[src/rtl/acc_alu_pkg.sv]
`timescale 1ns/1ps
package acc_alu_pkg;

  typedef enum logic [3:0] {
    OP_KEEP    = 4'd0,
    OP_LOAD    = 4'd1,
    OP_LOADN   = 4'd2,
    OP_CLEAR   = 4'd3,
    OP_ADD_V   = 4'd4,
    OP_ADD_C   = 4'd5,
    OP_AND     = 4'd6,
    OP_OR      = 4'd7,
    OP_ADD_Q   = 4'd8,
    OP_SHL     = 4'd9,
    OP_PAIR_SL = 4'd10,
    OP_ASR     = 4'd11,
    OP_PAIR_SR = 4'd12,
    OP_SHR     = 4'd13,
    OP_ROL     = 4'd14,
    OP_PAIR_RL = 4'd15
  } alu_op_e;

  // Which flags an operation writes and whether it acts on the 32-bit pair.
  typedef struct packed {
    logic wr_zn;
    logic wr_c;
    logic wr_o;
    logic pair;
  } flag_ctl_t;

  function automatic flag_ctl_t decode_flags(alu_op_e op);
    flag_ctl_t f;
    f = '0;
    case (op)
      OP_CLEAR:                      f.wr_zn = 1'b1;
      OP_ADD_V:  begin f.wr_zn = 1'b1; f.wr_c = 1'b1; f.wr_o = 1'b1; end
      OP_ADD_C:  begin f.wr_zn = 1'b1; f.wr_c = 1'b1; end
      OP_AND, OP_OR:                 f.wr_zn = 1'b1;
      OP_SHL, OP_ASR, OP_SHR, OP_ROL: begin f.wr_zn = 1'b1; f.wr_c = 1'b1; end
      OP_PAIR_SL, OP_PAIR_SR, OP_PAIR_RL: begin
        f.wr_zn = 1'b1; f.wr_c = 1'b1; f.pair = 1'b1;
      end
      default: f = '0;
    endcase
    return f;
  endfunction

  function automatic logic is_add(alu_op_e op);
    return (op == OP_ADD_V) || (op == OP_ADD_C) || (op == OP_ADD_Q);
  endfunction

endpackage

[src/rtl/acc_alu_adder.sv]
`timescale 1ns/1ps
module acc_alu_adder #(
  parameter int W = 16
) (
  input  logic [W-1:0] a_i,
  input  logic [W-1:0] b_i,
  output logic [W-1:0] sum_o,
  output logic         carry_o,
  output logic         ovf_o
);

  // Returns {overflow, carry, sum}.
  function automatic logic [W+1:0] add_full(logic [W-1:0] a, logic [W-1:0] b);
    logic [W:0] s;
    logic       v;
    s = {1'b0, a} + {1'b0, b};
    v = (a[W-1] == b[W-1]) && (s[W-1] != a[W-1]);
    return {v, s};
  endfunction

  logic [W+1:0] full;
  assign full    = add_full(a_i, b_i);
  assign sum_o   = full[W-1:0];
  assign carry_o = full[W];
  assign ovf_o   = full[W+1];

endmodule

[src/rtl/acc_alu_shifter.sv]
`timescale 1ns/1ps
module acc_alu_shifter
  import acc_alu_pkg::*;
#(
  parameter int W = 16
) (
  input  alu_op_e      op_i,
  input  logic [W-1:0] hi_i,
  input  logic [W-1:0] lo_i,
  output logic [W-1:0] hi_o,
  output logic [W-1:0] lo_o,
  output logic         out_bit_o
);

  localparam int RW = 2*W + 1;

  // Returns {bit leaving the operand, new high half, new low half}.
  function automatic logic [RW-1:0] shift_one(alu_op_e op, logic [W-1:0] a, logic [W-1:0] h);
    logic [W-1:0] nh, nl;
    logic         c;
    nh = a; nl = h; c = 1'b0;
    case (op)
      OP_SHL:     begin c = a[W-1]; nh = {a[W-2:0], 1'b0}; end
      OP_ASR:     begin c = a[0];   nh = {a[W-1], a[W-1:1]}; end
      OP_SHR:     begin c = a[0];   nh = {1'b0, a[W-1:1]}; end
      OP_ROL:     begin c = a[W-1]; nh = {a[W-2:0], a[W-1]}; end
      OP_PAIR_SL: begin c = a[W-1]; nh = {a[W-2:0], h[W-1]}; nl = {h[W-2:0], 1'b0}; end
      OP_PAIR_SR: begin c = h[0];   nh = {a[W-1], a[W-1:1]}; nl = {a[0], h[W-1:1]}; end
      OP_PAIR_RL: begin c = a[W-1]; nh = {a[W-2:0], h[W-1]}; nl = {h[W-2:0], a[W-1]}; end
      default:    begin nh = a; nl = h; c = 1'b0; end
    endcase
    return {c, nh, nl};
  endfunction

  logic [RW-1:0] r;
  assign r         = shift_one(op_i, hi_i, lo_i);
  assign out_bit_o = r[RW-1];
  assign hi_o      = r[2*W-1:W];
  assign lo_o      = r[W-1:0];

endmodule

[src/rtl/acc_alu_flags.sv]
`timescale 1ns/1ps
module acc_alu_flags
  import acc_alu_pkg::*;
#(
  parameter int W = 16
) (
  input  logic         clk,
  input  logic         rst_n,
  input  flag_ctl_t    ctl_i,
  input  logic [W-1:0] res_hi_i,
  input  logic [W-1:0] res_lo_i,
  input  logic         carry_i,
  input  logic         ovf_i,
  output logic         zero_o,
  output logic         neg_o,
  output logic         carry_o,
  output logic         ovf_o
);

  logic hi_zero, lo_zero, res_zero;
  assign hi_zero  = (res_hi_i == '0);
  assign lo_zero  = (res_lo_i == '0);
  assign res_zero = ctl_i.pair ? (hi_zero && lo_zero) : hi_zero;

  always_ff @(posedge clk) begin
    if (!rst_n) begin
      zero_o  <= 1'b0;
      neg_o   <= 1'b0;
      carry_o <= 1'b0;
      ovf_o   <= 1'b0;
    end else begin
      if (ctl_i.wr_zn) begin
        zero_o <= res_zero;
        neg_o  <= res_hi_i[W-1];
      end
      if (ctl_i.wr_c) carry_o <= carry_i;
      if (ctl_i.wr_o) ovf_o   <= ovf_i;
    end
  end

  // Only adds with overflow enabled may touch the overflow flag.
  assert_o_only_add_R5: assert property (@(posedge clk) disable iff (!rst_n)
    !ctl_i.wr_o |=> $stable(ovf_o));

  // A pair result with a nonzero low half can never report zero.
  assert_pair_zero_R10: assert property (@(posedge clk) disable iff (!rst_n)
    (ctl_i.pair && !lo_zero) |=> !zero_o);

endmodule

[src/rtl/acc_alu_core.sv]
`timescale 1ns/1ps
module acc_alu_core
  import acc_alu_pkg::*;
#(
  parameter int W = 16
) (
  input  logic         clk,
  input  logic         rst_n,
  input  logic [3:0]   op_i,
  input  logic [W-1:0] bus_i,
  input  logic         ext_wr_i,
  output logic [W-1:0] acc_o,
  output logic [W-1:0] ext_o,
  output logic         zero_o,
  output logic         neg_o,
  output logic         carry_o,
  output logic         ovf_o
);

  alu_op_e   op;
  flag_ctl_t fctl;
  logic      add_op, pair_op, quiet_op;

  assign op       = alu_op_e'(op_i);
  assign fctl     = decode_flags(op);
  assign add_op   = is_add(op);
  assign pair_op  = fctl.pair;
  assign quiet_op = (op == OP_KEEP) || (op == OP_LOAD) || (op == OP_LOADN) || (op == OP_ADD_Q);

  logic [W-1:0] acc_q, ext_q;
  logic [W-1:0] add_sum, sh_hi, sh_lo;
  logic         add_c, add_v, sh_c;

  acc_alu_adder #(.W(W)) u_add (
    .a_i(acc_q), .b_i(bus_i), .sum_o(add_sum), .carry_o(add_c), .ovf_o(add_v)
  );

  acc_alu_shifter #(.W(W)) u_shift (
    .op_i(op), .hi_i(acc_q), .lo_i(ext_q), .hi_o(sh_hi), .lo_o(sh_lo), .out_bit_o(sh_c)
  );

  logic [W-1:0] acc_nx, ext_nx;
  logic         carry_src;

  always_comb begin
    case (op)
      OP_KEEP:  acc_nx = acc_q;
      OP_LOAD:  acc_nx = bus_i;
      OP_LOADN: acc_nx = ~bus_i;
      OP_CLEAR: acc_nx = '0;
      OP_ADD_V, OP_ADD_C, OP_ADD_Q: acc_nx = add_sum;
      OP_AND:   acc_nx = acc_q & bus_i;
      OP_OR:    acc_nx = acc_q | bus_i;
      default:  acc_nx = sh_hi;
    endcase
  end

  assign ext_nx    = pair_op ? sh_lo : (ext_wr_i ? bus_i : ext_q);
  assign carry_src = add_op ? add_c : sh_c;

  always_ff @(posedge clk) begin
    if (!rst_n) begin
      acc_q <= '0;
      ext_q <= '0;
    end else begin
      acc_q <= acc_nx;
      ext_q <= ext_nx;
    end
  end

  acc_alu_flags #(.W(W)) u_flags (
    .clk(clk), .rst_n(rst_n), .ctl_i(fctl),
    .res_hi_i(acc_nx), .res_lo_i(ext_nx),
    .carry_i(carry_src), .ovf_i(add_v),
    .zero_o(zero_o), .neg_o(neg_o), .carry_o(carry_o), .ovf_o(ovf_o)
  );

  assign acc_o = acc_q;
  assign ext_o = ext_q;

  // Keep, load, complement-load and quiet add leave every flag alone.
  assert_quiet_flags_R2: assert property (@(posedge clk) disable iff (!rst_n)
    quiet_op |=> $stable({zero_o, neg_o, carry_o, ovf_o}));

  assert_clear_R3: assert property (@(posedge clk) disable iff (!rst_n)
    (op_i == 4'd3) |=> (acc_o == '0 && zero_o && !neg_o && $stable({carry_o, ovf_o})));

  assert_add_sum_R4: assert property (@(posedge clk) disable iff (!rst_n)
    (op_i == 4'd4) |=> (acc_o == W'($past(acc_o) + $past(bus_i))));

  assert_quiet_add_R6: assert property (@(posedge clk) disable iff (!rst_n)
    (op_i == 4'd8) |=> (acc_o == W'($past(acc_o) + $past(bus_i))));

  assert_logic_co_R7: assert property (@(posedge clk) disable iff (!rst_n)
    (op_i == 4'd6 || op_i == 4'd7) |=> $stable({carry_o, ovf_o}));

  assert_shl_carry_R8: assert property (@(posedge clk) disable iff (!rst_n)
    (op_i == 4'd9) |=> (carry_o == $past(acc_o[W-1]) && acc_o[0] == 1'b0));

  assert_rol_R9: assert property (@(posedge clk) disable iff (!rst_n)
    (op_i == 4'd14) |=> (acc_o[0] == $past(acc_o[W-1]) && carry_o == $past(acc_o[W-1])));

  assert_pair_shl_R10: assert property (@(posedge clk) disable iff (!rst_n)
    (op_i == 4'd10) |=> ({acc_o, ext_o} == {$past(acc_o[W-2:0]), $past(ext_o), 1'b0}));

  assert_ext_load_R11: assert property (@(posedge clk) disable iff (!rst_n)
    (ext_wr_i && !pair_op) |=> (ext_o == $past(bus_i)));

  assert_ext_keep_R11: assert property (@(posedge clk) disable iff (!rst_n)
    (!ext_wr_i && !pair_op) |=> $stable(ext_o));

endmodule

[config.mk]
export PLATFORM = sky130hd
export DESIGN_NAME = acc_alu_core
export DESIGN_NICKNAME = d
export VERILOG_FILES = /design/src/rtl/acc_alu_pkg.sv /design/src/rtl/acc_alu_adder.sv /design/src/rtl/acc_alu_shifter.sv /design/src/rtl/acc_alu_flags.sv /design/src/rtl/acc_alu_core.sv
export SDC_FILE = /design/constraint.sdc
export NUM_CORES = 1
export LEC_CHECK = 0
export BUFFER_PORTS_ARGS = -buffer_cell sky130_fd_sc_hd__buf_4
export CAP_MARGIN = 20
export CELL_PAD_IN_SITES_DETAIL_PLACEMENT = 1
export CELL_PAD_IN_SITES_GLOBAL_PLACEMENT = 1
export CORE_MARGIN = 8
export CORE_UTILIZATION = 38
export DETAILED_ROUTE_END_ITERATION = 10
export HOLD_SLACK_MARGIN = 0.15
export PLACE_DENSITY = 0.78
export SYNTH_ARGS = -nofsm -noshare
export SYNTH_HDL_FRONTEND = slang
export SYNTH_SLANG_ARGS = --single-unit
[constraint.sdc]
create_clock -name clk -period 3.4 [get_ports clk]
set_input_delay 0.68 -clock clk [delete_from_list [all_inputs] [get_ports clk]]
set_output_delay 0.68 -clock clk [all_outputs]
set_load 0.005 [all_outputs]
== Word level (Yosys, flattened, before mapping) ==
Cells that the tools add are included.
Storage, ports and cells
  output and inout port bits: 36
  register bits after elaboration: 36
Cells by class
  mux-type cells: 12
  $add $sub $neg: 1
  reduce and logical (&&, ||, !) cells: 15
  bitwise gates (word level): 3
  equality and inequality tests: 17
Operators by type and width (count)
  one-hot mux 16 bit (7 select lines): 1
  one-hot mux 16 bit (5 select lines): 1
  one-hot mux 16 bit (3 select lines): 1
  equality test 4 bit (second input constant): 8
  zero test 16 bit: 2
  two-way mux 16 bit: 2
  adder 16 x 16 -> 17 bit: 1
  AND 16 bit: 1
  equality test 4 x 3 -> 1 bit (second input constant): 4
  NOT 16 bit: 1
  bitwise OR 16 bit: 1
  OR reduction 12 bit: 1
  OR reduction 9 bit: 1
  equality test 4 x 2 -> 1 bit (second input constant): 2
  two-way mux 1 bit: 6
  OR reduction 2 bit: 3
  OR reduction 3 bit: 2
  equality test 4 x 1 -> 1 bit (second input constant): 1
  zero test 4 bit: 1
  OR reduction 4 bit: 1
  one-hot mux 1 bit (3 select lines): 1
  logical AND 1 bit: 2
  logical OR 1 bit: 2
  equality test 1 bit: 1
  != test 1 bit: 1

== Logic depth before layout (Yosys ltp) ==
Gate-level depths: netlist (run 1).
  depth after elaboration: 7
  depth in mapped cells: 12
  gate-level depth less buffers: 11

== Modules after synthesis ==
A second synthesis (run 1) with hierarchy kept.
Unflattened totals
  cells, all modules: 592
  area total of the unflattened synthesis: 4773.3 sq um
Modules (own cells, without submodules)
  acc_alu_core: instances 1, area an instance 2851.5 sq um, cells an instance 331, sequential area each 640.6 sq um
  acc_alu_shifter: instances 1, area an instance 897.1 sq um, cells an instance 137, sequential area each 0.0 sq um
  acc_alu_adder: instances 1, area an instance 778.2 sq um, cells an instance 100, sequential area each 0.0 sq um
  acc_alu_flags: instances 1, area an instance 246.5 sq um, cells an instance 24, sequential area each 80.1 sq um

== Least setup slack after synthesis (run 1) ==
Ideal clock, no wire load.
  kind: in2reg
  start: in bus_i[8]
  end: reg u_flags.zero_o
  library setup time: 0.084 ns
  arrival time: 3.474 ns
  data required time: 3.316 ns
  setup slack: -0.158 ns
  cell stages on the path: 11
  path through: inv_1 -> ha_1 -> a21o_1 -> a21o_1 -> or3_1 -> a31oi_1 -> mux2i_1 -> nand2_1 -> or4_1 -> or4b_1 -> o31ai_2
On the way
  longest elaborated chain between the ends: 5
  elaborated cells between the ends (all ways): 11
  classes of those cells: 1 x add/sub; 4 x mux; 3 x bitwise; 3 x reduce/logical
RTL lines
  start: declaration: line acc_alu_core.sv:10  | input logic [W-1:0] bus_i,
  adder 16 x 16 -> 17 bit, or another cell as far along: line acc_alu_adder.sv:16  | s = {1'b0, a} + {1'b0, b};
  one-hot mux 16 bit (7 select lines) / two-way mux 16 bit (equally long branches): line acc_alu_core.sv:46, acc_alu_core.sv:58
  zero test 16 bit (on tied branches): line acc_alu_flags.sv:21, acc_alu_flags.sv:22
  logical AND 1 bit: line acc_alu_flags.sv:23  | assign res_zero = ctl_i.pair ? (hi_zero && lo_zero) : hi_zero;
  two-way mux 1 bit (*): line acc_alu_flags.sv:23
  end signal: assignment: line acc_alu_flags.sv:33  | zero_o <= res_zero;
  end: declaration: line acc_alu_flags.sv:14  | output logic zero_o,
Mark *: on every way between the ends. The rest lies on a longest branch, timed or not.
A chain may end at the register's enable or synchronous reset.

== Worst setup path after layout (run 1) ==
Same ends and word-level chain as after synthesis.

==> impl.org, run 1 <==
** Status
- The flow ran to the end, and the final reports show no timing, DRC or antenna violations.

** Clock network
- In this run, post-CTS hold repair placed 0 buffers.
- TritonCTS Sinks :: 36
- Clock-pin slew was measured on the worst setup and hold paths at 0.10 ns.
- The number of clock buffers added by TritonCTS is 5.
- Clock latency on the worst-skew pair :: 0.32 ns
- No sink is reached through more buffers than the 2 on the longest clock path.
- Clock root cell :: sky130_fd_sc_hd__clkbuf_8
- H-tree lvl count :: 2
- TritonCTS clock tree :: yes

** Run
- Across the run, the number of max-cap violations was 0.

** Timing
- Timing would allow up to 0.2990 GHz.
- Setup violations remaining at the end of the flow were counted as 0.
- Transition time at the pin with the least slew margin :: 0.7964 ns
- Share of the cycle needed by the critical path after routing :: 98.38%
- Worst Hold Margin :: 0.4735 ns
- The final count of hold timing violations is 0.
- Period minus WS final :: 3.345 ns
- Worst Clk Skew :: 0.02255 ns
- The worst path meets setup with 0.05511 ns of slack.
- Max-slew headroom at the worst pin :: 46.71%
- The number of max-slew violations in the final report came to 0.

** Layout
- The sequential cells in the finished layout cover a total of 724.4 um2.
- Layout Area Growth over Synthesis :: 38.07%
- The repair_antennas step left the layout with diodes totalling 0.
- For this run, the post-layout net count is 739.
- Area taken by multi-input logic gates :: 3087 um2
- The layout has 1323 filler cells.
- In the final layout, the share of cells above drive strength 1 is 29.24%.
- Final cell count without fillers :: 820

** Logic synthesis
- Counting flops and latches in the post-synthesis netlist gives 36.
- By area, the combinational part of the netlist is dominated by compound AO/OA/AOI/OAI gates.
- Synthesis instantiated 62 different standard cells from the library.
- Synthesized area per cell :: 7.165 um2
- Share of flip-flops with an asynchronous set or reset :: 0%
- During synthesis, Yosys emitted a total of 0 warnings.
- Share of synthesized cell area in full adder, half adder and majority cells :: 10.57%
- The synthesized design spends more area on one cell type than any other, namely sky130_fd_sc_hd__dfxtp_1.
- Sorting the synthesized cells by area gives the leading types as sky130_fd_sc_hd__dfxtp_1 (18%), sky130_fd_sc_hd__ha_1 (10%), sky130_fd_sc_hd__a21oi_1 (7.3%), sky130_fd_sc_hd__nor2_1 (5.6%), sky130_fd_sc_hd__mux2i_1 (5.3%).
- Post-Syn Instances :: 555
- Synth Cell Area :: 3976 um2
- The synthesized design devotes to its leading area cell type 18.12% of total area.
- After Yosys synthesis, XOR and XNOR cells account for 2.423% of the synthesized area.
- The synthesized netlist devotes 20.52% of its cell area to simple gates.
- Post-synthesis sequential area ratio :: 18.12%
- The synthesized design contains 0 enable-type register cells.
- Summing the areas of all compound-gate instances in the mapped netlist gives 35.02% of the synthesized area.
- Multiplexer area fraction after synthesis :: 5.570%
- Most common flop cell mapped by yosys :: sky130_fd_sc_hd__dfxtp_1
- Net count of the mapped netlist :: 611

** Floorplan
- The floorplan has 37 rows.
- Core Footprint :: 10230 um2
- Horizontal die dimension :: 118.3 um
- Top-level port count :: 59
- In this run the vertical extent of the chip is 118.3 um.
- The die covers 13990 um2.
- For this configuration, the core starts out at a cell density of 38.87%.

** Setup path
- For the worst setup path, the data required time is 3.65 ns.
- Kind of critical path :: in -> reg
- Biggest fanout along the worst timing path :: 3
- Crit path DAT :: 3.59 ns
- Worst reg-to-reg path cell count :: 11
- Endpoint type of the worst setup path :: flop
- Critical path startpoint category :: input port

** Power
- Power Density :: 314.2 nW/um2
- Leak :: 2.453 nW
- Maximum ir drop on the vdd rail :: 0.2127 mV

** Detailed routing
- After detailed routing, the number of remaining DRC violations is 0.
- For this run, the detailed router's first-pass iteration total came to 5.
- Wire length per cell after detailed routing :: 22.87 um
- Antenna-violating nets left :: 0
- After detailed routing, the number of vias per cell comes to 6.099.
- After the first detailed-routing iteration, the DRC count stood at 332.
- The routed layout has 5001 vias.
- Wirelength, routed :: 18750 um

** Place
- Worst slack at placement :: -0.3812 ns
- Port Buffers :: 58
- The number of placed instances, taps included, is 810.
- At the end of routability-driven placement, the weighted congestion stood at 0.9235.
- Detailed placement finished with a half-perimeter wire length of 14460 um.

** Min path
- WHS Path Cells :: 2
- The tightest min-delay check is of the reg -> reg type.

** Global route
- Entering global routing, the biggest net connects 47 pins.
- Global routing used 26.22% of the available tracks.
- The via count of the first global-routing pass came to 5413.
- First-pass GRT wire length :: 29680 um
- The initial antenna violation count was 0.
- Summed over all layers, the global routing overflow is 0.
state kept, by name, summed over array words and instances, names as in the netlist:
signal,cells
acc_o,16
ext_o,16
u_flags.carry_o,1
u_flags.neg_o,1
u_flags.ovf_o,1
u_flags.zero_o,1
repair_timing:
action                     4_1_cts  5_1_grt
buffers inserted                 1        1
setup endpoints to repair        1        1
hold endpoints to repair         0        0
gates resized for setup          3       30
pin swaps                        1       17
power breakdown:
part / internal [mW] / switching (mW) / total [mW]
clock: 0.143 / 0.193 / 0.337
sequential: 0.457 / 0.0511 / 0.508
combinational: 0.407 / 0.473 / 0.880
metrics by stage:
stage | util (%) | area [um2] | total power, mW | setup TNS [ns]
2_1_floorplan | - | 3991 | 0.9427 | 0
3_3_place_gp | 51.23 | 5241 | 1.315 | -0.2949
3_5_place_dp | 51.23 | 5241 | 1.338 | -0.3812
4_1_cts | 52.23 | 5344 | 1.684 | 0
5_1_grt | 53.66 | 5490 | 1.826 | -0.04126
6_report | 53.66 | 5490 | 1.725 | 0
worst paths after layout:
kind                              start                          end  slack, ns
max                            bus_i[8]  u_flags.zero_o$_SDFFE_PN0P_       0.06
min          u_flags.ovf_o$_SDFFE_PN0N_   u_flags.ovf_o$_SDFFE_PN0N_       0.47
max reg2reg         acc_o[8]$_SDFF_PN0_  u_flags.zero_o$_SDFFE_PN0P_       0.08
min reg2reg  u_flags.ovf_o$_SDFFE_PN0N_   u_flags.ovf_o$_SDFFE_PN0N_       0.47
layout by cell type, fill, tap and decap left out, types with 3 or more instances in the layout:
| cell | synthesis | routed |
|---|---|---|
| sky130_fd_sc_hd__a221o_1 | 5 | 5 |
| sky130_fd_sc_hd__a221oi_1 | 13 | 13 |
| sky130_fd_sc_hd__nor3_1 | 11 | 11 |
| sky130_fd_sc_hd__a21o_1 | 7 | 7 |
| sky130_fd_sc_hd__a31oi_1 | 7 | 6 |
| sky130_fd_sc_hd__and2_1 | 19 | 19 |
| sky130_fd_sc_hd__xnor2_1 | 9 | 9 |
| sky130_fd_sc_hd__or3_1 | 4 | 3 |
| sky130_fd_sc_hd__or2_2 | 5 | 5 |
| sky130_fd_sc_hd__and3_1 | 4 | 4 |
| sky130_fd_sc_hd__buf_4 | 1 | 148 |
| sky130_fd_sc_hd__o21ai_0 | 38 | 36 |
| sky130_fd_sc_hd__clkbuf_8 | 0 | 5 |
| sky130_fd_sc_hd__o22ai_1 | 15 | 15 |
| sky130_fd_sc_hd__a22oi_1 | 11 | 11 |
| sky130_fd_sc_hd__dfxtp_1 | 36 | 35 |
| sky130_fd_sc_hd__nor2_1 | 59 | 59 |
| sky130_fd_sc_hd__mux2i_1 | 21 | 21 |
| sky130_fd_sc_hd__ha_4 | 0 | 6 |
| sky130_fd_sc_hd__nand3_1 | 8 | 8 |
| sky130_fd_sc_hd__inv_1 | 38 | 33 |
| sky130_fd_sc_hd__a21oi_1 | 58 | 56 |
| sky130_fd_sc_hd__ha_1 | 32 | 25 |
| sky130_fd_sc_hd__nand2_1 | 30 | 30 |
| sky130_fd_sc_hd__inv_2 | 0 | 4 |
| sky130_fd_sc_hd__o211ai_1 | 10 | 10 |
| sky130_fd_sc_hd__a32oi_1 | 4 | 4 |
| sky130_fd_sc_hd__nor4_1 | 6 | 6 |
| sky130_fd_sc_hd__nand2b_1 | 4 | 4 |
| sky130_fd_sc_hd__o21a_1 | 6 | 6 |
| sky130_fd_sc_hd__o221ai_1 | 6 | 6 |
| sky130_fd_sc_hd__a211oi_1 | 11 | 10 |
| sky130_fd_sc_hd__buf_12 | 0 | 6 |
| sky130_fd_sc_hd__nor2b_1 | 7 | 7 |
routing by layer:
metal  track usage, %  wire length, um  up-vias  share of wire, %
li1                 -                -     2301                 -
met1            31.76             7966     2452                42
met2            43.37             8923      193                48
met3            4.331              985       55               5.3
met4            14.65              877        0               4.7
met5                0                0        -                 0
Yosys cell counts, types with 2 or more instances:
| library cell | n |
|---|---|
| sky130_fd_sc_hd__and3_1 | 4 |
| sky130_fd_sc_hd__nor2_1 | 59 |
| sky130_fd_sc_hd__and2_1 | 19 |
| sky130_fd_sc_hd__a22o_1 | 2 |
| sky130_fd_sc_hd__a22oi_1 | 11 |
| sky130_fd_sc_hd__buf_2 | 10 |
| sky130_fd_sc_hd__xnor2_1 | 9 |
| sky130_fd_sc_hd__nand2_1 | 30 |
| sky130_fd_sc_hd__nand3_1 | 8 |
| sky130_fd_sc_hd__o211ai_1 | 10 |
| sky130_fd_sc_hd__a21o_1 | 7 |
| sky130_fd_sc_hd__xor2_1 | 2 |
| sky130_fd_sc_hd__buf_1 | 6 |
| sky130_fd_sc_hd__a31oi_1 | 7 |
| sky130_fd_sc_hd__or2_2 | 5 |
| sky130_fd_sc_hd__nor2b_1 | 7 |
| sky130_fd_sc_hd__mux2i_1 | 21 |
| sky130_fd_sc_hd__dfxtp_1 | 36 |
| sky130_fd_sc_hd__o31ai_1 | 2 |
| sky130_fd_sc_hd__a221o_1 | 5 |
| sky130_fd_sc_hd__and4b_1 | 2 |
| sky130_fd_sc_hd__o21ai_0 | 38 |
| sky130_fd_sc_hd__a21oi_1 | 58 |
| sky130_fd_sc_hd__nor3_1 | 11 |
| sky130_fd_sc_hd__or3_1 | 4 |
| sky130_fd_sc_hd__clkinv_1 | 2 |
| sky130_fd_sc_hd__o21a_1 | 6 |
| sky130_fd_sc_hd__a211oi_1 | 11 |
| sky130_fd_sc_hd__clkbuf_1 | 18 |
| sky130_fd_sc_hd__a32oi_1 | 4 |
| sky130_fd_sc_hd__a2111oi_0 | 2 |
| sky130_fd_sc_hd__o221ai_1 | 6 |
| sky130_fd_sc_hd__nand2b_1 | 4 |
| sky130_fd_sc_hd__inv_1 | 38 |
| sky130_fd_sc_hd__o21bai_1 | 2 |
| sky130_fd_sc_hd__ha_1 | 32 |
| sky130_fd_sc_hd__nor4_1 | 6 |
| sky130_fd_sc_hd__a221oi_1 | 13 |
| sky130_fd_sc_hd__o22ai_1 | 15 |
cells by family (layout without fill, tap and decap cells):
group | after synthesis | in the layout
adders and majority gates | 33 | 33
buffers and inverters | 76 | 205
muxes | 22 | 22
AOI/OAI and AO/OA | 211 | 211
DFF | 36 | 36
xor gates and xnor gates | 11 | 11
and+or+nand+nor | 166 | 166
area by class of cell:
class / count / share of cell area [%]
Inverter: 40 / 2.780
Clock buffer: 5 / 1.253
Tap cell: 136 / 3.099
Multi-Input combinational cell: 443 / 56.22
Timing Repair Buffer: 157 / 23.11
Clock inverter: 3 / 0.3418
Sequential cell: 36 / 13.20
worst max-delay path, cell delays in order:
cell                      delay [ns]
sky130_fd_sc_hd__buf_8          0.11
sky130_fd_sc_hd__inv_4          0.05
sky130_fd_sc_hd__ha_4           0.19
sky130_fd_sc_hd__a21o_1         0.18
sky130_fd_sc_hd__a21o_1         0.20
sky130_fd_sc_hd__or3_4          0.40
sky130_fd_sc_hd__a31oi_4        0.21
sky130_fd_sc_hd__mux2i_1        0.28
sky130_fd_sc_hd__nand2_1        0.08
sky130_fd_sc_hd__or4_1          0.50
sky130_fd_sc_hd__or4b_4         0.50
sky130_fd_sc_hd__o31ai_2        0.21
(Power assumes the default switching activity.)
==> inputs of run 2 (changes only) <==
CORE_UTILIZATION = 40   (was 38)
PLACE_DENSITY = 0.79   (was 0.78)
SYNTH_HIERARCHICAL = 1   (was unset)
==> run 2 against run 1 <==
  * The flow now finishes with violations (negative setup slack)
  * Critical path depth grew 5
  * Global-route usage shrank 3.2 points
  * Cell count grew 1.2%
  * Non-clock buffer count shrank 21
  * Combinational power grew 33%
  * Synthesized area grew 20%
  * Hold slack gained 0.043 ns
  * Clock power grew 42%
  * Critical path type unchanged
  * Largest power group unchanged
==> impl.org, run 2 <==
** Timing
- Setup violations remaining at the end of the flow were counted as 1.
- Maximum operating frequency :: 0.2759 GHz
- Worst Hold Margin :: 0.5168 ns
- For the pin with the worst max-slew slack, the measured transition is 0.8070 ns.
- Hold violation count in the final report :: 0
- Setup repair after global routing could not meet its margin everywhere.
- Period minus WS final :: 3.625 ns
- Adding up every negative setup slack in the final design gives -0.2250 ns.
- Fin. max-slew vios :: 0
- Worst Clk Skew :: 0.007508 ns
- Share of the cycle needed by the critical path after routing :: 106.6%
- Headroom to the max-slew limit came out at 45.63%.
- Once routing completed, OpenROAD measured the worst setup slack at -0.2250 ns.

** Detailed routing
- After detailed routing, the number of vias per cell comes to 6.457.
- Wirelength, routed :: 19140 um
- After detailed routing, the average wire length per cell comes to 23.06 um.
- Vias post-DR :: 5359
- Number of design-rule violations left by the first detailed-router iteration :: 342
- Number of remaining DRC errors :: 0
- The detail route stage leaves a number of antenna-violating nets equal to 0.
- The first detailed-routing pass took 5 iterations.

** Clock network
- After clock tree synthesis, the clock-pin slew on the worst setup and hold paths is 0.07 ns.
- TritonCTS clock tree :: yes
- CTS built an H-tree with a depth of 2.
- For this design, the CTS-stage hold fixing added 0 buffers.
- Clock latency on the worst-skew pair, taken at its later pin, is 0.29 ns.
- TritonCTS Sinks :: 36
- Maximum clock insertion buffer count :: 2
- TritonCTS created 5 clock buffers.
- Clock root cell :: sky130_fd_sc_hd__clkbuf_16

** Floorplan
- Top-level port count :: 59
- Area of the die :: 15690 um2
- Initial standard-cell utilization of the core :: 40.41%
- The initialized floorplan defines 40 standard-cell rows.
- The die is 125.2 um wide.
- Vertical die dimension :: 125.2 um
- The region available for standard cell placement spans 11810 um2.

** Layout
- In the layout the commonest cells are sky130_fd_sc_hd__buf_4 (133), sky130_fd_sc_hd__o21ai_0 (41), sky130_fd_sc_hd__nor2_1 (38), sky130_fd_sc_hd__dfxtp_1 (36), sky130_fd_sc_hd__a21oi_1 (33).
- Diode count :: 0
- Cells fill 50.86% of the core in the end.
- Fraction of final layout cells sized beyond drive strength 1 :: 29.87%
- In the final design database the tool counted 723 nets.
- Fill cell total of the finished layout :: 1442
- Most frequent standard cell in the layout excluding fill and tap cells :: sky130_fd_sc_hd__buf_4
- Seq. cell area :: 720.7 um2
- Layout Area Growth over Synthesis :: 25.85%
- After routing the design area is 6007 um2.
- Final cell count without fillers :: 830
- Summing all multi-input logic gate instances after layout gives 3829 um2.

** Logic synthesis
- Counting every net in the synthesized netlist gives 632.
- Synth cell types :: 69
- By area the synthesized netlist is led by sky130_fd_sc_hd__dfxtp_1 (15%), sky130_fd_sc_hd__o21ai_0 (4.8%), sky130_fd_sc_hd__o211ai_1 (4.6%), sky130_fd_sc_hd__mux2i_1 (4.4%), sky130_fd_sc_hd__ha_1 (4.2%).
- Total of warnings raised by yosys :: 6
- Synthesized area per cell :: 8.063 um2
- After synthesis, the share of flip-flops with an asynchronous set or reset is 0%.
- Dominant cell by count in the synthesized netlist :: sky130_fd_sc_hd__o21ai_0
- Most instantiated cells after synthesis :: sky130_fd_sc_hd__o21ai_0 (46), sky130_fd_sc_hd__nor2_1 (38), sky130_fd_sc_hd__dfxtp_1 (36)
- For this run, the leading register cell type out of synthesis is sky130_fd_sc_hd__dfxtp_1.
- Number of synthesized flops with an enable pin :: 0
- Synth Cell Area :: 4773 um2
- Post-Syn Instances :: 592
- For this run, the register share of the synthesized area comes to 15.10%.
- Seq cells post-synth :: 36
- Of the post-synthesis cell area, the dominant cell type holds 15.10%.
- Post-synth top area cell :: sky130_fd_sc_hd__dfxtp_1

** Status
- Run status :: finished, violations left
- The checks that failed: negative setup slack.

** Power
- Power Density :: 360.3 nW/um2
- Maximum ir drop on the vdd rail :: 0.1698 mV
- The design draws 2.164 mW.
- In this run the static leakage power is 2.455 nW.

** Setup path
- STA classifies the critical path endpoint as a flop.
- Counting stages on the worst path, the most repeated cell is sky130_fd_sc_hd__buf_4.
- Longest individual stage delay on the worst path :: 0.42 ns
- Delay-heaviest family, CP :: compound AO/OA/AOI/OAI gates
- Biggest fanout along the worst timing path :: 5
- STA puts the critical path data arrival time at 3.85 ns.
- Required arrival time at the worst endpoint :: 3.62 ns
- Kind of critical path :: in -> reg
- Critical path startpoint category :: input port
- Cell breakdown of the critical path :: buf_4 -> ha_1 -> a2111oi_4 -> o21ai_4 -> buf_4 -> nand4_1 -> a22oi_2 -> xor2_2 -> nor2b_1 -> o21ai_1 -> o2111ai_2 -> o21a_1 -> nor4_2 -> buf_4 -> nand3_1 -> a211o_1 -> o21ai_2
- Among all stages on the critical path, the largest delay is contributed by sky130_fd_sc_hd__a2111oi_4.
- Worst path bufs/invs :: 3

** Global route
- First-pass GRT wire length :: 30010 um
- Number of global-route vias before repair :: 5623
- Pin count of the biggest net entering global routing :: 41
- Antenna violations before repair :: 0
- Global-route congestion overflow total :: 0
- Total routing usage reported by global routing :: 23.01%

** Place
- Post-placement cell count :: 818
- The congestion estimate from routability-driven global placement came to 0.8637.
- Half-perimeter wire length after detailed placement :: 13660 um
- Placement-stage cell area :: 5690 um2
- OpenSTA, run right after detailed placement, puts the worst setup slack at -0.6368 ns.
- Port Buffers :: 58

** Min path
- Worst hold path class :: reg -> reg

** Run
- Max Cap Violations :: 0
run 2: cell types whose count changed after synthesis, moves of 11 or more:
cell,delta
sky130_fd_sc_hd__a21oi_1,-24
sky130_fd_sc_hd__nor2_1,-21
sky130_fd_sc_hd__o211ai_1,+19
sky130_fd_sc_hd__nor2b_1,+17
sky130_fd_sc_hd__ha_1,-16
sky130_fd_sc_hd__inv_1,-16
sky130_fd_sc_hd__maj3_1,+16
sky130_fd_sc_hd__o211a_1,+16
sky130_fd_sc_hd__nor3b_1,+15
sky130_fd_sc_hd__o22ai_1,-14
sky130_fd_sc_hd__or2b_1,+13
sky130_fd_sc_hd__a221o_1,+11
sky130_fd_sc_hd__o21a_1,+11
run 2: cell type report:
class	instances	share of cell area [%]
multi-input combinational	482	63.74
timing repair buffer	136	17.54
sequential	36	12.00
tap	147	3.062
clock buffer	5	2.083
inverter	22	1.375
clock inverter	2	0.2083
run 2: path summary, 6_finish.rpt:
check / startpoint / end / slack (ns) / cells past startpoint
min: u_flags/zero_o$_SDFFE_PN0P_ / u_flags/zero_o$_SDFFE_PN0P_ / 0.52 / 2
min reg2reg: u_flags/zero_o$_SDFFE_PN0P_ / u_flags/zero_o$_SDFFE_PN0P_ / 0.52 / 2
max reg2reg: acc_o[1]$_SDFF_PN0_ / u_flags/zero_o$_SDFFE_PN0P_ / -0.08 / 17
max: bus_i[5] / u_flags/zero_o$_SDFFE_PN0P_ / -0.22 / 17
run 2: what timing repair did:
action                     in CTS  in global routing
resized for setup              11                 17
setup buffers                   2                  3
pin swaps                      10                 22
setup endpoints to repair       1                  1
run 2: worst min-delay path, delay by kind of cell (launching register included):
family / cells / cell delay, ns
simple gates: 1 / 0.08
compound gates: 1 / 0.05
flops: 1 / 0.34
run 2: power breakdown:
| part | switching [mW] | internal (mW) |
|---|---|---|
| combinational | 0.626 | 0.545 |
| sequential | 0.0492 | 0.465 |
| clock | 0.211 | 0.267 |
run 2: logic make-up after synthesis:
group	share of synthesized area, %
adder cells (fa/ha/maj)	7.968
buffers and inverters	7.838
AO/OA/AOI/OAI	40.13
XOR/XNOR	2.936
flip-flops	15.10
multiplexers	5.190
AND/OR/NAND/NOR	20.84
run 2: layer usage:
| metal | vias up | share of wire [%] | GRT usage, % |
|---|---|---|---|
| met5 | - | 0 | 0 |
| met1 | 2690 | 44 | 28.56 |
| li1 | 2445 | - | - |
| met3 | 41 | 4.4 | 3.740 |
| met4 | 0 | 2.3 | 9.026 |
| met2 | 183 | 49 | 38.89 |
==> inputs of run 3 (changes only) <==
MAX_ROUTING_LAYER = met4   (was unset)
==> run 3 against run 2 <==
  * The run now ends clean
  * Via count rose by 0.58%
  * Critical path depth is 1 lower
  * Register-to-register slack improved by 0.22 ns
  * Largest power group unchanged
==> impl.org, run 3 (synthesis results as in run 2) <==
** Global route
- Number of global-route vias before repair :: 5658
- For met2 alone, demand over resource in global routing was 38.96%.
- GR Layer Usage met3 :: 3.357%
- First-pass GRT wire length :: 30200 um
- The initial antenna violation count was 0.
- Global route hottest layer :: met2
- Global routing used 23.95% of the available tracks.
- Pin count of the biggest net entering global routing :: 28
- Global routing usage on met1 :: 29.49%
- Global-route congestion overflow total :: 0

** Setup path
- STA puts the critical path data required time at 3.62 ns.
- Critical path startpoint category :: input port
- The critical path in this run is classified as in -> reg.
- Counting both buffers and inverters, the worst setup path holds a total of 2.
- Worst reg-to-reg path cell count :: 15
- Cell breakdown of the critical path :: buf_6 -> ha_4 -> fa_2 -> a211oi_4 -> o211ai_1 -> buf_4 -> a211oi_2 -> o21bai_1 -> xor2_1 -> a221oi_1 -> o2111ai_1 -> o21a_1 -> nor4b_2 -> nand3_1 -> a211o_1 -> o21ai_2
- STA classifies the critical path endpoint as a flop.
- Longest individual stage delay on the worst path :: 0.38 ns
- Among cell families on the critical path, the largest total delay comes from compound AO/OA/AOI/OAI gates.
- Critical path's slowest cell :: sky130_fd_sc_hd__fa_2
- Of all nets on the critical path, the largest fanout is 2.
- Crit path depth :: 16
- Crit path DAT :: 3.62 ns

** Floorplan
- Horizontal die dimension :: 125.2 um
- Initial standard-cell utilization of the core :: 40.41%
- After floorplanning, the core was divided into 40 placement rows.
- During I/O placement, the number of pins put on the boundary was 59.
- The total area inside the core boundary comes to 11810 um2.
- Vertical die dimension :: 125.2 um
- Area of the die :: 15690 um2

** Detailed routing
- After detailed routing, the number of vias per cell comes to 6.447.
- Wirelength, routed :: 18960 um
- In the final routed layout, each cell accounts on average for 22.68 um.
- For this run, design rule violations remaining after detail routing come to 0.
- DRT Pass-1 Iters :: 5
- Vias post-DR :: 5390
- For this block, the initial DRC count from the detailed router was 422.
- Antenna-violating nets left :: 0

** Layout
- Cells fill 50.77% of the core in the end.
- The library cell used most frequently in the layout, excluding fill and tap cells, is sky130_fd_sc_hd__buf_4.
- The net count of the finished layout is 729.
- From synthesis to final layout, the design area changed by 25.64%.
- Fill cell total of the finished layout :: 1452
- 0 antenna diodes ended up in the layout.
- Cells with a size suffix above 1 make up 29.61% of the layout.
- The top cell types in the final layout, fill and taps aside, are sky130_fd_sc_hd__buf_4 (140), sky130_fd_sc_hd__nor2_1 (38), sky130_fd_sc_hd__o21ai_0 (38), sky130_fd_sc_hd__dfxtp_1 (36), sky130_fd_sc_hd__a21oi_1 (33).
- For this run, the number of standard cells in the final layout without fillers is 836.

** Status
- Run status :: completed

** Min path
- The worst hold path passes through 2 cells.
- In this run the worst hold path is classified as reg -> reg.

** Timing
- Worst Clk Skew :: 0.002620 ns
- The final count of hold timing violations was 0.
- Headroom to the max-slew limit came out at 45.37%.
- Setup repair after global routing missed its margin :: true
- Fin. max-slew vios :: 0
- Post-route worst setup slack :: 0.004521 ns
- Setup violations remaining at the end of the flow were counted as 0.
- The routed design could run at a clock period as short as 3.395 ns.
- Share of the cycle needed by the critical path after routing :: 99.87%
- Worst Hold Margin :: 0.5287 ns
- Maximum operating frequency :: 0.2945 GHz
- For the pin with the worst max-slew slack, the measured transition is 0.8194 ns.

** Place
- Prior to clock tree synthesis, the placed netlist has a worst setup slack of -0.5098 ns.
- The number of placed instances, taps included, is 821.
- Detailed placement finished with a half-perimeter wire length of 13800 um.
- Port Buffers :: 58
- The congestion estimate from routability-driven global placement came to 0.8940.

** Clock network
- TritonCTS built the clock tree.
- The clock passes through at most 2 buffers.
- The tree is rooted in a sky130_fd_sc_hd__clkbuf_16.
- Hold-fix buffers at CTS :: 0
- Clock latency on the worst-skew pair :: 0.29 ns
- For this design, the sink count on the clock tree is 36.
- Clock-pin slew was measured on the worst setup and hold paths at 0.06 ns.
- The H-tree was split into 2 levels.
- Num CTS Buffers :: 5

** Power
- Maximum ir drop on the vdd rail :: 0.1927 mV
- For this design the ratio of total power to cell area is 364.8 nW/um2.
- Total power draw :: 2.188 mW
- Leak :: 2.473 nW

** Run
- The tool flagged a number of max-cap violations equal to 0.
-- run 3: worst paths after layout --
| check | start | to | slack [ns] |
|---|---|---|---|
| max | bus_i[0] | u_flags/zero_o$_SDFFE_PN0P_ | 0.005 |
| min | u_flags/zero_o$_SDFFE_PN0P_ | u_flags/zero_o$_SDFFE_PN0P_ | 0.53 |
| max reg2reg | acc_o[0]$_SDFF_PN0_ | u_flags/zero_o$_SDFFE_PN0P_ | 0.14 |
| min reg2reg | u_flags/zero_o$_SDFFE_PN0P_ | u_flags/zero_o$_SDFFE_PN0P_ | 0.53 |
-- run 3: per-stage QoR --
stage	cell area, um2	setup TNS [ns]
after floorplan	4781	0
after global placement	5700	-0.3617
after detailed placement	5700	-0.6516
after CTS	5938	0
after global routing	5997	-0.1315
final	5997	0
-- run 3: cell type report --
type                       instances  area (um2)  area share [%]
clock buffer                       7       152.6           2.545
inverter                          22       82.58           1.377
multi-input combinational        482        3775           62.95
sequential                        36       720.7           12.02
tap                              147       183.9           3.067
timing repair buffer             142        1082           18.05
-- run 3: worst reg2reg max path, stage by stage, from the launching register on --
cell and delay, ns:
sky130_fd_sc_hd__dfxtp_1 0.34, sky130_fd_sc_hd__ha_4 0.18, sky130_fd_sc_hd__fa_2 0.38, sky130_fd_sc_hd__a211oi_4 0.24, sky130_fd_sc_hd__o211ai_1 0.17, sky130_fd_sc_hd__buf_4 0.19
sky130_fd_sc_hd__a211oi_2 0.18, sky130_fd_sc_hd__o21bai_1 0.11, sky130_fd_sc_hd__xor2_1 0.15, sky130_fd_sc_hd__a221oi_1 0.26, sky130_fd_sc_hd__o2111ai_1 0.18, sky130_fd_sc_hd__o21a_1 0.14
sky130_fd_sc_hd__nor4b_2 0.25, sky130_fd_sc_hd__nand3_1 0.12, sky130_fd_sc_hd__a211o_1 0.24, sky130_fd_sc_hd__o21ai_2 0.06
-- run 3: routing by layer --
metal	vias to the layer above	wire, um
met3	40	1157
met4	0	553
met1	2674	8133
met2	220	9112
met5	-	0
li1	2456	-
-- run 3: power by group --
group          leakage [nW]  total [mW]  switching [mW]  internal (mW)
sequential            0.299       0.514          0.0487          0.465
combinational          2.10        1.16           0.621          0.543
clock                0.0760       0.510           0.201          0.309
total                  2.47        2.19           0.871           1.32
-- run 3: timing repair --
item,CTS,global route
setup buffers,6,2
pin swaps,14,13
setup endpoints to repair,1,1
gates resized for setup,13,9
